`src/rtl/irq_pkg.sv`:
```
package irq_pkg;
    typedef enum logic [1:0] {
        SENSE_LOW  = 2'b00,
        SENSE_ANY  = 2'b01,
        SENSE_FALL = 2'b10,
        SENSE_RISE = 2'b11
    } sense_e;

    localparam int NUM_SRC = 3;
    localparam int VEC_EXT = 1;
    localparam int VEC_PC  = 2;
    localparam int VEC_TOV = 3;
endpackage

```
`src/rtl/irq_edge_detect.sv`:
```
module irq_edge_detect
    import irq_pkg::*;
(
    input  logic       pin_now,
    input  logic       pin_prev,
    input  logic       primed,
    input  logic [1:0] mode,
    output logic       evt
);
    logic rise, fall;

    always_comb begin
        rise = primed & pin_now & ~pin_prev;
        fall = primed & ~pin_now & pin_prev;
        unique case (sense_e'(mode))
            SENSE_ANY:  evt = rise | fall;
            SENSE_FALL: evt = fall;
            SENSE_RISE: evt = rise;
            default:    evt = 1'b0;
        endcase
    end
endmodule

```
`src/rtl/irq_change_detect.sv`:
```
module irq_change_detect #(
    parameter int N = 4
) (
    input  logic [N-1:0] now,
    input  logic [N-1:0] prev,
    input  logic         primed,
    output logic         evt
);
    logic [N-1:0] diff;

    genvar g;
    generate
        for (g = 0; g < N; g++) begin : g_bit
            assign diff[g] = now[g] ^ prev[g];
        end
    endgenerate

    assign evt = primed & (|diff);
endmodule

```
`src/rtl/irq_prio.sv`:
```
module irq_prio
    import irq_pkg::*;
#(
    parameter int VEC_W = 4
) (
    input  logic [NUM_SRC-1:0] src_req,
    output logic               irq_req,
    output logic [VEC_W-1:0]   irq_vec
);
    always_comb begin
        irq_vec = '0;
        for (int i = NUM_SRC - 1; i >= 0; i--) begin
            if (src_req[i]) irq_vec = VEC_W'(i + 1);
        end
        irq_req = |src_req;
    end
endmodule

```
`src/rtl/irq_flag_unit.sv`:
```
module irq_flag_unit
    import irq_pkg::*;
#(
    parameter int           NPC       = 4,
    parameter int           ADDR_W    = 6,
    parameter int           DATA_W    = 8,
    parameter int           VEC_W     = 4,
    parameter logic [5:0]   FLAG_ADDR = 6'h3A,
    parameter logic [5:0]   MASK_ADDR = 6'h39,
    parameter int           EXT_BIT   = 6,
    parameter int           PC_BIT    = 5,
    parameter int           TOV_BIT   = 1
) (
    input  logic              clk,
    input  logic              rst_n,
    input  logic [ADDR_W-1:0] io_addr,
    input  logic              io_we,
    input  logic [DATA_W-1:0] io_wdata,
    output logic [DATA_W-1:0] io_rdata,
    input  logic              ext_pin,
    input  logic [1:0]        ext_mode,
    input  logic              ext_en,
    input  logic [NPC-1:0]    pc_pins,
    input  logic              pc_en,
    input  logic              tov_flag,
    input  logic              gie,
    input  logic              irq_ack,
    output logic              irq_req,
    output logic [VEC_W-1:0]  irq_vec
);
    typedef struct packed {
        logic           ext_flag;
        logic           pc_flag;
        logic           tov_ie;
        logic           ext_prev;
        logic [NPC-1:0] pc_prev;
        logic           primed;
    } state_t;

    state_t st_d, st_q;

    logic               ext_evt, pc_evt;
    logic               level_mode;
    logic               wr_flag, wr_mask;
    logic               ack_ext, ack_pc;
    logic [NUM_SRC-1:0] src_req;

    irq_edge_detect u_edge (
        .pin_now (ext_pin),
        .pin_prev(st_q.ext_prev),
        .primed  (st_q.primed),
        .mode    (ext_mode),
        .evt     (ext_evt)
    );

    irq_change_detect #(.N(NPC)) u_change (
        .now   (pc_pins),
        .prev  (st_q.pc_prev),
        .primed(st_q.primed),
        .evt   (pc_evt)
    );

    irq_prio #(.VEC_W(VEC_W)) u_prio (
        .src_req(src_req),
        .irq_req(irq_req),
        .irq_vec(irq_vec)
    );

    always_comb begin
        level_mode = (sense_e'(ext_mode) == SENSE_LOW);
        wr_flag    = io_we && (io_addr == ADDR_W'(FLAG_ADDR));
        wr_mask    = io_we && (io_addr == ADDR_W'(MASK_ADDR));
        ack_ext    = irq_ack && (irq_vec == VEC_W'(VEC_EXT));
        ack_pc     = irq_ack && (irq_vec == VEC_W'(VEC_PC));

        // request sources, index = vector - 1
        src_req[VEC_EXT-1] = gie & ext_en &
                             (level_mode ? ~ext_pin : st_q.ext_flag);
        src_req[VEC_PC-1]  = gie & pc_en & st_q.pc_flag;
        src_req[VEC_TOV-1] = gie & st_q.tov_ie & tov_flag;

        st_d          = st_q;
        st_d.primed   = 1'b1;
        st_d.ext_prev = ext_pin;
        st_d.pc_prev  = pc_pins;

        // clears first, hardware set last so the set wins
        if (wr_flag && io_wdata[EXT_BIT]) st_d.ext_flag = 1'b0;
        if (ack_ext)                      st_d.ext_flag = 1'b0;
        if (ext_evt)                      st_d.ext_flag = 1'b1;
        if (level_mode)                   st_d.ext_flag = 1'b0;

        if (wr_flag && io_wdata[PC_BIT])  st_d.pc_flag = 1'b0;
        if (ack_pc)                       st_d.pc_flag = 1'b0;
        if (pc_evt)                       st_d.pc_flag = 1'b1;

        if (wr_mask) st_d.tov_ie = io_wdata[TOV_BIT];

        io_rdata = '0;
        if (io_addr == ADDR_W'(FLAG_ADDR)) begin
            io_rdata[EXT_BIT] = st_q.ext_flag;
            io_rdata[PC_BIT]  = st_q.pc_flag;
        end else if (io_addr == ADDR_W'(MASK_ADDR)) begin
            io_rdata[TOV_BIT] = st_q.tov_ie;
        end
    end

    always_ff @(posedge clk or negedge rst_n) begin
        if (!rst_n) st_q <= '0;
        else        st_q <= st_d;
    end
endmodule

```
`config.mk`:
```
export PLATFORM = sky130hd
export DESIGN_NAME = irq_flag_unit
export DESIGN_NICKNAME = d
export VERILOG_FILES = /design/src/rtl/irq_pkg.sv /design/src/rtl/irq_edge_detect.sv /design/src/rtl/irq_change_detect.sv /design/src/rtl/irq_prio.sv /design/src/rtl/irq_flag_unit.sv
export SDC_FILE = /design/constraint.sdc
export NUM_CORES = 1
export LEC_CHECK = 0
export BUFFER_PORTS_ARGS = -buffer_cell sky130_fd_sc_hd__buf_2
export CAP_MARGIN = 30
export CORE_MARGIN = 8
export CORE_UTILIZATION = 38
export CTS_CLUSTER_DIAMETER = 100
export DETAILED_ROUTE_END_ITERATION = 6
export PLACE_DENSITY_LB_ADDON = 0.1
export SLEW_MARGIN = 20
export SYNTH_ARGS = -nofsm -noshare
export SYNTH_HDL_FRONTEND = slang
export SYNTH_HIERARCHICAL = 1
export SYNTH_SLANG_ARGS = --single-unit
```
`constraint.sdc`:
```
create_clock -name clk -period 1.81 [get_ports clk]
set_clock_uncertainty 0.1 [all_clocks]
set_input_delay 0.181 -clock clk [delete_from_list [all_inputs] [get_ports clk]]
set_output_delay 0.181 -clock clk [all_outputs]
set_load 0.01 [all_outputs]
```
---- After elaboration in Yosys (flattened, before gate mapping) ----
Index checks and enable logic that the tools add are counted.
word-level totals
  flip-flop bits (word level) ............. 9
  output and inout port bits .............. 13
  word-level logic and storage cells ...... 57
operators by class
  equal/unequal tests ..................... 7
  muxes and demuxes ....................... 15
  bitwise operators ....................... 18
  reductions and logical operators ........ 11
operator list
  cell                count
  $eq 6x6->1 const B  2
  $and 1x1->1         11
  $mux 1              10
  $mux 2              4
  $logic_and 1x1->1   6
  $eq 2x2->1 const B  2
  $eq 4x1->1 const B  1
  $eq 4x2->1 const B  1
  $reduce_bool 4->1   1
  $reduce_or 4->1     1
  $xor 1x1->1         4
  $pmux 1 s3          1
  $reduce_bool 3->1   1
  $reduce_or 3->1     1
  $eq 2x1->1 const B  1
  $logic_not 2->1     1
  $not 1->1           2
  $or 1x1->1          1

---- Longest topological paths before layout ----
Gate-level depths: netlist (run 1).
  depth after elaboration ................. 10
  depth in mapped cells ................... 7
  mapped depth without buffers ............ 7

---- Hierarchy ----
Netlist (run 1), hierarchy kept.
modules (own cells, without submodules)
  module             times used  cells an instance  area each (um2)  sequential area each (um2)
  irq_flag_unit      1           43                 451.7            225.2
  irq_change_detect  1           5                  46.3             0.0
  irq_prio           1           8                  45.0             0.0
  irq_edge_detect    1           4                  30.0             0.0

---- Worst setup path before layout (run 1) ----
Ideal clock, no wire load.
  path kind ............................... register -> register
  start point ............................. reg st_q[6] in the netlist's numbering
  end point ............................... reg st_q[8] in the netlist's numbering
  library setup time ...................... 0.104 ns
  arrival ................................. 1.264 ns
  data required time ...................... 1.606 ns
  setup slack ............................. 0.342 ns
  stages on the path, launching flop included .. 7
  period minus slack after synthesis ...... 1.468 ns
  cells stage by stage .................... dfrtp_1 > and3_1 > nor2_1 > nor2_1 > inv_1 > a41o_1 > a221oi_1
between the ends
  word-level cells in the longest chain between the ends .. 10
  elaborated cells on any way between the ends .. 11
  classes of those cells .................. eq/ne (1); mux (6); bitwise (2); reduce/logical (2)
ends and longest elaborated chain
  what                         line                  text
  from (decl)                  irq_flag_unit.sv:40   state_t st_d, st_q;
  from (signal assigned)       irq_flag_unit.sv:110  else st_q <= st_d;
  $and 1x1->1 * (2 in series)  irq_flag_unit.sv:80   src_req[VEC_TOV-1] = gie & st_q.tov_ie & tov_flag;
  net src_req[2]               irq_flag_unit.sv:46   logic [NUM_SRC-1:0] src_req;
  $mux 2 * (3 in series)       irq_prio.sv:13        if (src_req[i]) irq_vec = VEC_W'(i + 1);
  net irq_vec[1]               irq_flag_unit.sv:29   output logic [VEC_W-1:0] irq_vec
  $eq 4x1->1 *                 irq_flag_unit.sv:73   ack_ext = irq_ack && (irq_vec == VEC_W'(VEC_EXT));
  $logic_and 1x1->1 *          irq_flag_unit.sv:73
  $mux 1                       irq_flag_unit.sv:89   if (ack_ext) st_d.ext_flag = 1'b0;
  $mux 1                       irq_flag_unit.sv:90   if (ext_evt) st_d.ext_flag = 1'b1;
  $mux 1                       irq_flag_unit.sv:91   if (level_mode) st_d.ext_flag = 1'b0;
Mark *: on every way through the listed nets, which the timed path passes. The rest lies on a longest branch.
A chain may end at the register's enable or synchronous reset.

---- Worst setup path in the final report (run 1) ----
  start point ............................. in ext_pin
  end point ............................... out irq_vec[0]
between the ends
  word-level cells in the longest chain between the ends .. 4
ends and longest elaborated chain
  what            line                 text
  from (decl)     irq_flag_unit.sv:20  input logic ext_pin,
  $not 1->1       irq_flag_unit.sv:78  (level_mode ? ~ext_pin : st_q.ext_flag);
  $mux 1          irq_flag_unit.sv:78
  $and 1x1->1     irq_flag_unit.sv:77  src_req[VEC_EXT-1] = gie & ext_en &
  net src_req[0]  irq_flag_unit.sv:46
  $mux 2          irq_prio.sv:13
  to (decl)       irq_flag_unit.sv:29
The timed path passes the listed nets, and every way through them passes these cells.

==> run summary, run 1 <==
outcome -> finished clean
die width -> 54.8 um
LEAKAGE -> 0.419 nW
number of global-route vias before repair -> 565
Final Setup Violations -> 0
post-synthesis compound-gate area fraction -> 10.5%
max incr delay on CP -> 530 ps
CTS Root Cell -> clkbuf_4
RR Startpoint -> st_q[7]$_DFFE_PN0P_
simple-gate share of the synthesized area -> 24.9%
Overflow after GRT -> 0
Synth top area share -> 39.3%
nets@finish -> 127
Syn Inst Count -> 60
final cycle utilization of the critical path -> 90.7%
Clock Pin Slew Worst Setup and Hold Paths -> 50 ps
Vias -> 540
core area -> 1450 um^2
worst setup path class -> in2out
H-Tree Depth -> 1
Hold Fails Final Rpt -> 0
post-route ant nets -> 0
Min-Delay Endpoint -> st_q[6]$_DFFE_PN0P_
Yosys cell types -> 26
Ys Warns -> 6
overall routing resource usage -> 10.5%
share of cells above drive strength 1 -> 37.1%
Largest regs -> st_q (9)
drt pass-1 iters -> 3
CTS tree -> built
IO buf count -> 29
I/O pins -> 42
area delta synth->final -> 38.9%
Initial Util -> 39.4%
1st-iter DRT viols -> 8
Pwr Density -> 610 nW/um^2
Total Die Area -> 3010 um^2
Die Ht -> 54.8 um
RR Endpoint -> st_q[8]$_DFFE_PN0P_
RSZ-0062 raised after global routing -> no
RePlAce Congestion -> 0.675
reg2reg setup slack -> 320 ps
WHS Path Cells -> 2
multiplexer share of the synthesized area -> 1.97%
Skew-Pair Late Insertion Delay -> 260 ps
Synth Cell Area -> 573 um^2
DR vias/cell -> 4.78
synth cell count leaders -> 9 x dfrtp_1, 7 x buf_4, 7 x inv_1
most frequent CP cell -> buf_2
ys flop type -> dfrtp_1
Most flops, register -> st_q
Period minus WS final -> 1640 ps
CP Launch Type -> input pin
Post-synth EDFFs -> 0
WP data required -> 1530 ps
post-DP HPWL -> 1190 um
row cnt -> 14
Remaining DRCs -> 0
Clock Sinks -> 9
slowest CP cell -> dlygate4sd3_1
Yosys reg bits -> 9
main combinational cell family by area after synthesis -> simple AND/OR/NAND/NOR gates
final WL -> 1430 um
largest net degree at the start of global routing -> 10
Adder-Cell Fraction of Synth Area -> 0%
post-synthesis sequential area ratio -> 39.3%
min-delay src -> io_wdata[1]
WL/cell -> 12.7 um
Synth area leader -> dfrtp_1
Async S/R FF share, synth -> 100%
Antenna diodes -> 0
Synth Area in XOR/XNOR -> 7.64%
Clock Path Buffers -> 2
Final Slew Violations -> 0
top-count cell post-synth -> dfrtp_1
FF-to-FF path depth -> 5
total CTS buffers -> 3
max reg flops -> 9
Worst IR Drop VDD -> 0.000415 V
syn_area_per_cell -> 9.55 um^2
initial antenna violation count -> 0
max cap viols -> 0
first-pass GRT wire length -> 2300 um
CP endpoint kind -> output pin
Fmax achieved -> 609 MHz
CP Cell Sequence -> dlygate4sd3_1 -> buf_2 -> a211oi_2 -> a21o_2 -> buf_2
CP arrival -> 1360 ps
TNS Setup -> 0 ps
CP max FO -> 4
hold crit path type -> in2reg
top post-synthesis cells by area -> dfrtp_1 39%, buf_4 9.2%, xor2_1 6.1%
Hold Slack -> 55.9 ps
[cells by family (layout without fill, tap and decap cells)]
logic type | Yosys count | count (layout)
and+or+nand+nor | 21 | 21
DFF | 9 | 9
xor gates and xnor gates | 5 | 5
AOI/OAI and AO/OA | 7 | 7
buffers and inverters | 14 | 46
muxes | 1 | 1
other | 3 | 8
[cell type report]
| class | instances | area, um^2 |
|---|---|---|
| fill | 160 | 658 |
| multi-input combinational | 42 | 293 |
| sequential | 9 | 225 |
| timing repair buffer | 35 | 205 |
| clock buffer | 4 | 26.3 |
| inverter | 7 | 26.3 |
| tap | 16 | 20.0 |
[worst max-delay path by stage]
| stage | start | to | slack [ps] | depth (start not counted) |
|---|---|---|---|---|
| 2_1_floorplan | st_q[6]$_DFFE_PN0P_ | st_q[8]$_DFFE_PN0P_ | 340 | 6 |
| 3_3_place_gp | ext_mode[1] | st_q[8]$_DFFE_PN0P_ | 280 | 8 |
| 5_1_grt | ext_pin | irq_vec[0] | 110 | 5 |
| 6_report | ext_pin | irq_vec[0] | 170 | 5 |
| 4_1_cts | ext_pin | irq_vec[1] | 40 | 5 |
| 3_5_place_dp | ext_mode[1] | st_q[8]$_DFFE_PN0P_ | 260 | 8 |
[per-layer routing]
layer	track usage [%]	vias to the layer above	wire [um]
met1	10.8	255	513
li1	-	265	-
met3	4.08	2	144
met5	0	-	0
met4	2.46	0	9
met2	19.2	18	764
[stage by stage]
step / setup WS [ps] / area (um^2) / std cells / utilization (%) / power [mW]
2_1_floorplan: 342 / 592 / 65 / - / 0.290
3_3_place_gp: 275 / 704 / 103 / 48.5 / 0.326
3_5_place_dp: 263 / 704 / 103 / 48.5 / 0.329
4_1_cts: 44.4 / 791 / 113 / 54.4 / 0.491
5_1_grt: 107 / 796 / 113 / 54.7 / 0.520
6_report: 168 / 796 / 113 / 54.7 / 0.485
[layout by cell type, fill, tap and decap left out, drive strengths merged]
cell type / count
a41o: 1
mux2: 1
nand3b: 1
nor3: 1
inv: 7
nand2: 2
buf: 29
o41a: 1
conb: 8
xnor2: 1
nor4b: 2
dfrtp: 9
xor2: 4
a211oi: 1
nor2: 5
a221oi: 1
nand4b: 3
dlygate4sd3: 6
o21ai: 1
and2: 1
a31o: 1
clkbuf: 4
a21o: 1
and3: 3
nor4: 1
or3: 1
or4: 1
[report_power, final]
part / internal (mW) / switching, mW / leakage [nW]
Combinational: 0.0572 / 0.0550 / 0.299
Clock: 0.0846 / 0.0647 / 0.0150
Sequential: 0.215 / 0.00854 / 0.105
Total: 0.357 / 0.128 / 0.419
[worst max-delay path, delay by kind of cell]
kind                   cells  cell delay [ps]
buffers and inverters      3              800
AO/OA/AOI/OAI              2              370
[timing repair]
item	4_1_cts	5_1_grt
endpoints found under the setup margin	0	2
hold buffers	6	0
resized for setup	0	1
setup buffers	0	0
endpoints found under the hold margin	14	0
(Power assumes the default switching activity.)
==> inputs of run 2 (changes only) <==
--- a/config.mk
+++ b/config.mk
@@ -7,8 +7,11 @@
 export LEC_CHECK = 0
 export BUFFER_PORTS_ARGS = -buffer_cell sky130_fd_sc_hd__buf_2
 export CAP_MARGIN = 30
+export CELL_PAD_IN_SITES_DETAIL_PLACEMENT = 0
+export CELL_PAD_IN_SITES_GLOBAL_PLACEMENT = 1
+export CORE_ASPECT_RATIO = 1.25
 export CORE_MARGIN = 8
-export CORE_UTILIZATION = 38
+export CORE_UTILIZATION = 26
 export CTS_CLUSTER_DIAMETER = 100
 export DETAILED_ROUTE_END_ITERATION = 6
 export PLACE_DENSITY_LB_ADDON = 0.1
==> run summary, run 2 (synthesized netlist as in run 1, its figures left out) <==
overall routing resource usage -> 7.20% (-3.3 points)
Remaining DRCs -> 0 (unchanged)
1st-iter DRT viols -> 7 (-1)
initial antenna violation count -> 0 (unchanged)
commonest cells after routing, fill and taps aside -> 29 x buf_2, 9 x dfrtp_1, 8 x conb_1
Largest regs -> st_q (9)
reg2reg setup slack -> 340 ps (+20 ps)
Initial Util -> 26.8% (-13 points)
drt pass-1 iters -> 2 (-1)
RR Endpoint -> st_q[8]$_DFFE_PN0P_
row cnt -> 19 (+5)
Die Ht -> 68.5 um (+25%)
largest net degree at the start of global routing -> 10 (unchanged)
worst setup path class -> reg2out
commonest non-fill, non-tap cell in the layout -> buf_2
Hold Slack -> 65.0 ps (+9.06 ps)
Total Die Area -> 3970 um^2 (+32%)
WP data required -> 1530 ps (about the same)
area delta synth->final -> 39.1%
Min-Delay Endpoint -> st_q[6]$_DFFE_PN0P_
die width -> 58.0 um (+5.8%)
LEAKAGE -> 0.418 nW (-0.17%)
DR vias/cell -> 4.35 (-9.0%)
CP endpoint kind -> output pin
first-pass GRT wire length -> 2270 um (-1.5%)
Fmax achieved -> 617 MHz (+1.3%)
post-route ant nets -> 0 (unchanged)
Final Slew Violations -> 0 (unchanged)
CP Launch Type -> register
CP arrival -> 1340 ps (-20 ps)
post-route insts no fill -> 118 (+4.4%)
RSZ-0062 raised after global routing -> no
Clock Sinks -> 9 (unchanged)
total CTS buffers -> 3 (unchanged)
Post-CTS Resized -> 0 (unchanged)
final total power -> 0.480 mW (-1.0%)
Setup WS post-layout -> 190 ps (+21.8 ps)
post-DP HPWL -> 1220 um (+2.1%)
WL/cell -> 12.0 um (-5.6%)
share of cells above drive strength 1 -> 36.1% (-1.0 points)
Worst IR Drop VDD -> 0.000316 V (-24%)
CTS tree -> built
WHS Path Cells -> 2 (unchanged)
I/O pins -> 42 (unchanged)
nets@finish -> 127 (unchanged)
CP max FO -> 3 (-1)
Clock Path Buffers -> 2 (unchanged)
Pwr Density -> 602 nW/um^2 (-1.2%)
Overflow after GRT -> 0 (unchanged)
dpl cells -> 108 (+4.9%)
Setup Slack @ Placement -> 208 ps (-54.7 ps)
CTS Root Cell -> clkbuf_4
hold crit path type -> in2reg
FF-to-FF path depth -> 5 (unchanged)
Vias -> 513 (-5.0%)
IO buf count -> 29 (unchanged)
min-delay src -> io_wdata[1]
Skew-Pair Late Insertion Delay -> 250 ps (about the same)
final WL -> 1410 um (-1.5%)
number of global-route vias before repair -> 546 (-3.4%)
max reg flops -> 9 (unchanged)
outcome -> finished clean
Final Setup Violations -> 0 (unchanged)
RR Startpoint -> st_q[8]$_DFFE_PN0P_
TNS Setup -> 0 ps (unchanged)
RePlAce Congestion -> 0.656 (-2.8%)
H-Tree Depth -> 1 (unchanged)
Period minus WS final -> 1620 ps (-21.8 ps)
core area -> 2140 um^2 (+47%)
Clock Pin Slew Worst Setup and Hold Paths -> 50 ps (about the same)
Antenna diodes -> 0 (unchanged)
Hold Fails Final Rpt -> 0 (unchanged)
Most flops, register -> st_q
final cycle utilization of the critical path -> 89.5% (-1.2 points)
max cap viols -> 0 (unchanged)
run 2: cell types whose count changed in the layout (fill, tap and decap cells not counted):
cell / change
a211oi_1: +1
a211oi_2: -1
run 2: timing repair:
action | in CTS | in global routing
setup buffers | 0 | 0
hold buffers | 6 | 0
hold endpoints to repair | 14 | 0
endpoints found under the setup margin | 0 | 0
run 2: per-stage QoR:
| stage | util (%) | cell area, um^2 |
|---|---|---|
| after floorplan | - | 592 |
| after global placement | 33.2 | 711 |
| after detailed placement | 33.2 | 711 |
| after CTS | 37.3 | 797 |
| after global routing | 37.3 | 797 |
| final | 37.3 | 797 |
run 2: worst max path at each step:
stage / start / endpoint / slack [ps] / cells past startpoint
final: st_q[6]$_DFFE_PN0P_ / irq_req / 190 / 3
after global routing: st_q[8]$_DFFE_PN0P_ / irq_vec[1] / 20 / 4
after CTS: st_q[8]$_DFFE_PN0P_ / irq_vec[1] / 170 / 4
after detailed placement: ext_mode[1] / st_q[8]$_DFFE_PN0P_ / 210 / 8
after global placement: ext_mode[1] / st_q[8]$_DFFE_PN0P_ / 210 / 8
after floorplan: st_q[6]$_DFFE_PN0P_ / st_q[8]$_DFFE_PN0P_ / 340 / 6
run 2: layout make-up:
cell class / count / area [um^2]
multi-input combinational: 42 / 288
timing repair buffer: 35 / 205
tap: 21 / 26.3
inverter: 7 / 26.3
clock buffer: 4 / 26.3
fill: 242 / 1340
sequential: 9 / 225
run 2: worst max-delay path: stages (launching register included):
cell	delay, ps
dfrtp_1	400
and3_1	190
or3_1	360
buf_2	140
run 2: routing by layer:
metal	GRT usage (%)	wire length [um]	share of wire, %	vias to the layer above
li1	-	-	-	268
met1	6.80	492	35	225
met2	13.8	769	55	18
met3	2.78	142	10	2
met4	2.76	6	0.43	0
met5	0	0	0	-
run 2: power breakdown:
part	switching, mW	internal [mW]
Combinational	0.0542	0.0568
Sequential	0.00799	0.215
Clock	0.0616	0.0844
==> inputs of run 3 (changes only) <==
--- a/config.mk
+++ b/config.mk
@@ -7,7 +7,7 @@
 export LEC_CHECK = 0
 export BUFFER_PORTS_ARGS = -buffer_cell sky130_fd_sc_hd__buf_2
 export CAP_MARGIN = 30
-export CELL_PAD_IN_SITES_DETAIL_PLACEMENT = 0
+export CELL_PAD_IN_SITES_DETAIL_PLACEMENT = 1
 export CELL_PAD_IN_SITES_GLOBAL_PLACEMENT = 1
 export CORE_ASPECT_RATIO = 1.25
 export CORE_MARGIN = 8
@@ -15,6 +15,7 @@
 export CTS_CLUSTER_DIAMETER = 100
 export DETAILED_ROUTE_END_ITERATION = 6
 export PLACE_DENSITY_LB_ADDON = 0.1
+export REMOVE_ABC_BUFFERS = 1
 export SLEW_MARGIN = 20
 export SYNTH_ARGS = -nofsm -noshare
 export SYNTH_HDL_FRONTEND = slang
==> run summary, run 3 (synthesized netlist as in run 1, its figures left out) <==
total CTS buffers -> 3 (unchanged)
Largest regs -> st_q (9)
IO buf count -> 29 (unchanged)
CP arrival -> 1380 ps (+40 ps)
max reg flops -> 9 (unchanged)
Final Slew Violations -> 0 (unchanged)
Buf/Inv on CP -> 3 (+2)
Clock Pin Slew Worst Setup and Hold Paths -> 60 ps (about the same)
Final Setup Violations -> 0 (unchanged)
CP endpoint kind -> output pin
switch share -> 27.5% (+1.7 points)
Die Ht -> 68.5 um (unchanged)
core area -> 2140 um^2 (unchanged)
area of the multi-input gates -> 293 um^2 (+1.7%)
Clk pwr share -> 31.8% (+1.4 points)
Post-CTS Setup Inserts -> 0 (unchanged)
Worst IR Drop VDD -> 0.000470 V (+49%)
initial antenna violation count -> 0 (unchanged)
most frequent CP cell -> buf_2
Most flops, register -> st_q
first-pass GRT wire length -> 2330 um (+2.4%)
H-Tree Depth -> 1 (unchanged)
overall routing resource usage -> 7.79% (+0.60 points)
slowest CP cell -> dlygate4sd3_1
Vias -> 540 (+5.3%)
nets@finish -> 127 (unchanged)
Sw Pwr -> 0.136 mW (+9.5%)
commonest non-fill, non-tap cell in the layout -> buf_2
CP Cell Sequence -> dlygate4sd3_1 -> buf_2 -> a211oi_2 -> a21o_2 -> buf_2
outcome -> finished clean
hold crit path type -> in2reg
critical path's top delay family -> buffers and inverters
max incr delay on CP -> 530 ps (+130 ps)
RSZ-0062 raised after global routing -> no
Period minus WS final -> 1660 ps (+40.8 ps)
CP max FO -> 4 (+1)
Antenna diodes -> 0 (unchanged)
max cap viols -> 0 (unchanged)
post-route ant nets -> 0 (unchanged)
Internal -> 0.357 mW (+0.25%)
CTS tree -> built
fillers -> 273 (+13%)
Total Die Area -> 3970 um^2 (unchanged)
row cnt -> 19 (unchanged)
Fmax achieved -> 602 MHz (-2.5%)
Reg power frac -> 45.3% (-1.2 points)
Clock Path Buffers -> 2 (unchanged)
DR vias/cell -> 4.58 (+5.3%)
Clock Sinks -> 9 (unchanged)
post-DP HPWL -> 1310 um (+7.2%)
CP Launch Type -> input pin
share of cells above drive strength 1 -> 37.1% (+1.0 points)
final WL -> 1470 um (+4.3%)
Hold Fails Final Rpt -> 0 (unchanged)
area delta synth->final -> 40.0%
CTS Root Cell -> clkbuf_4
1st-iter DRT viols -> 5 (-2)
Initial Util -> 26.8% (unchanged)
I/O pins -> 42 (unchanged)
Skew-Pair Late Insertion Delay -> 260 ps (about the same)
Remaining DRCs -> 0 (unchanged)
final cycle utilization of the critical path -> 91.8% (+2.3 points)
WP data required -> 1530 ps (about the same)
Reg area -> 225 um^2 (unchanged)
largest net degree at the start of global routing -> 10 (unchanged)
drt pass-1 iters -> 2 (unchanged)
combinational power share -> 22.9% (-0.2 points)
RePlAce Congestion -> 0.675 (+2.9%)
TNS Setup -> 0 ps (unchanged)
Pwr Density -> 614 nW/um^2 (+2.0%)
final total power -> 0.493 mW (+2.6%)
worst setup path class -> in2out
WL/cell -> 12.5 um (+4.3%)
die width -> 58.0 um (unchanged)
Overflow after GRT -> 0 (unchanged)
LEAKAGE -> 0.419 nW (+0.17%)
number of global-route vias before repair -> 555 (+1.6%)
commonest cells after routing, fill and taps aside -> 29 x buf_2, 9 x dfrtp_1, 8 x conb_1
-- run 3: changes by cell type in the layout (fill, tap and decap cells not counted) --
cell	change
a211oi_1	-1
a211oi_2	+1
-- run 3: metal layers --
| metal | vias to the layer above | GRT usage (%) | part of all wire [%] |
|---|---|---|---|
| met5 | - | 0 | 0 |
| met4 | 0 | 5.52 | 2.0 |
| met3 | 2 | 3.15 | 8.7 |
| met2 | 19 | 14.2 | 54 |
| met1 | 253 | 6.94 | 35 |
| li1 | 266 | - | - |
-- run 3: final timing paths --
check	startpoint	endpoint	slack [ps]	depth (start not counted)
setup / recovery	ext_pin	irq_vec[0]	150	5
hold / removal	io_wdata[1]	st_q[6]$_DFFE_PN0P_	50	2
setup reg to reg	st_q[7]$_DFFE_PN0P_	st_q[8]$_DFFE_PN0P_	280	5
hold reg to reg	st_q[7]$_DFFE_PN0P_	st_q[7]$_DFFE_PN0P_	440	1
max in group asynchronous	rst_n	st_q[8]$_DFFE_PN0P_	1250	2
min in group asynchronous	rst_n	st_q[3]$_DFF_PN0_	180	2
-- run 3: through the flow --
step | area (um^2) | worst slack, ps | utilization [%] | std cells | hold slack, ps
6_report | 802 | 149 | 37.5 | 118 | 48.6
5_1_grt | 802 | 48.3 | 37.5 | 118 | 41.7
3_3_place_gp | 711 | 252 | 33.2 | 108 | -59.4
4_1_cts | 797 | 40.9 | 37.3 | 118 | 43.3
2_1_floorplan | 539 | 342 | - | 58 | -215
3_5_place_dp | 711 | 256 | 33.2 | 108 | -58.9
-- run 3: power groups by stage --
| stage | logic (mW) | clock network, mW | registers [mW] |
|---|---|---|---|
| after floorplan | 0.0545 | 0 | 0.224 |
| after global placement | 0.101 | 0 | 0.227 |
| after detailed placement | 0.103 | 0 | 0.227 |
| after CTS | 0.113 | 0.165 | 0.224 |
| after global routing | 0.127 | 0.179 | 0.225 |
| final | 0.113 | 0.157 | 0.223 |
-- run 3: worst register-to-register path, cell delays in order (launching register included) --
cell	delay [ps]
dfrtp_1	370
and3_1	190
inv_1	50
a21o_2	220
a41o_1	210
a221oi_1	290
-- run 3: cell type report --
type	instances	area share, %
Multi-Input combinational cell	42	36.5
Timing Repair Buffer	35	25.6
Inverter	7	3.28
Tap cell	21	3.28
Sequential cell	9	28.1
Clock buffer	4	3.28
-- run 3: what timing repair did --
item | in CTS | in global routing
endpoints found under the hold margin | 14 | 0
hold buffers | 6 | 0
setup endpoints to repair | 0 | 3
resized for setup | 0 | 1
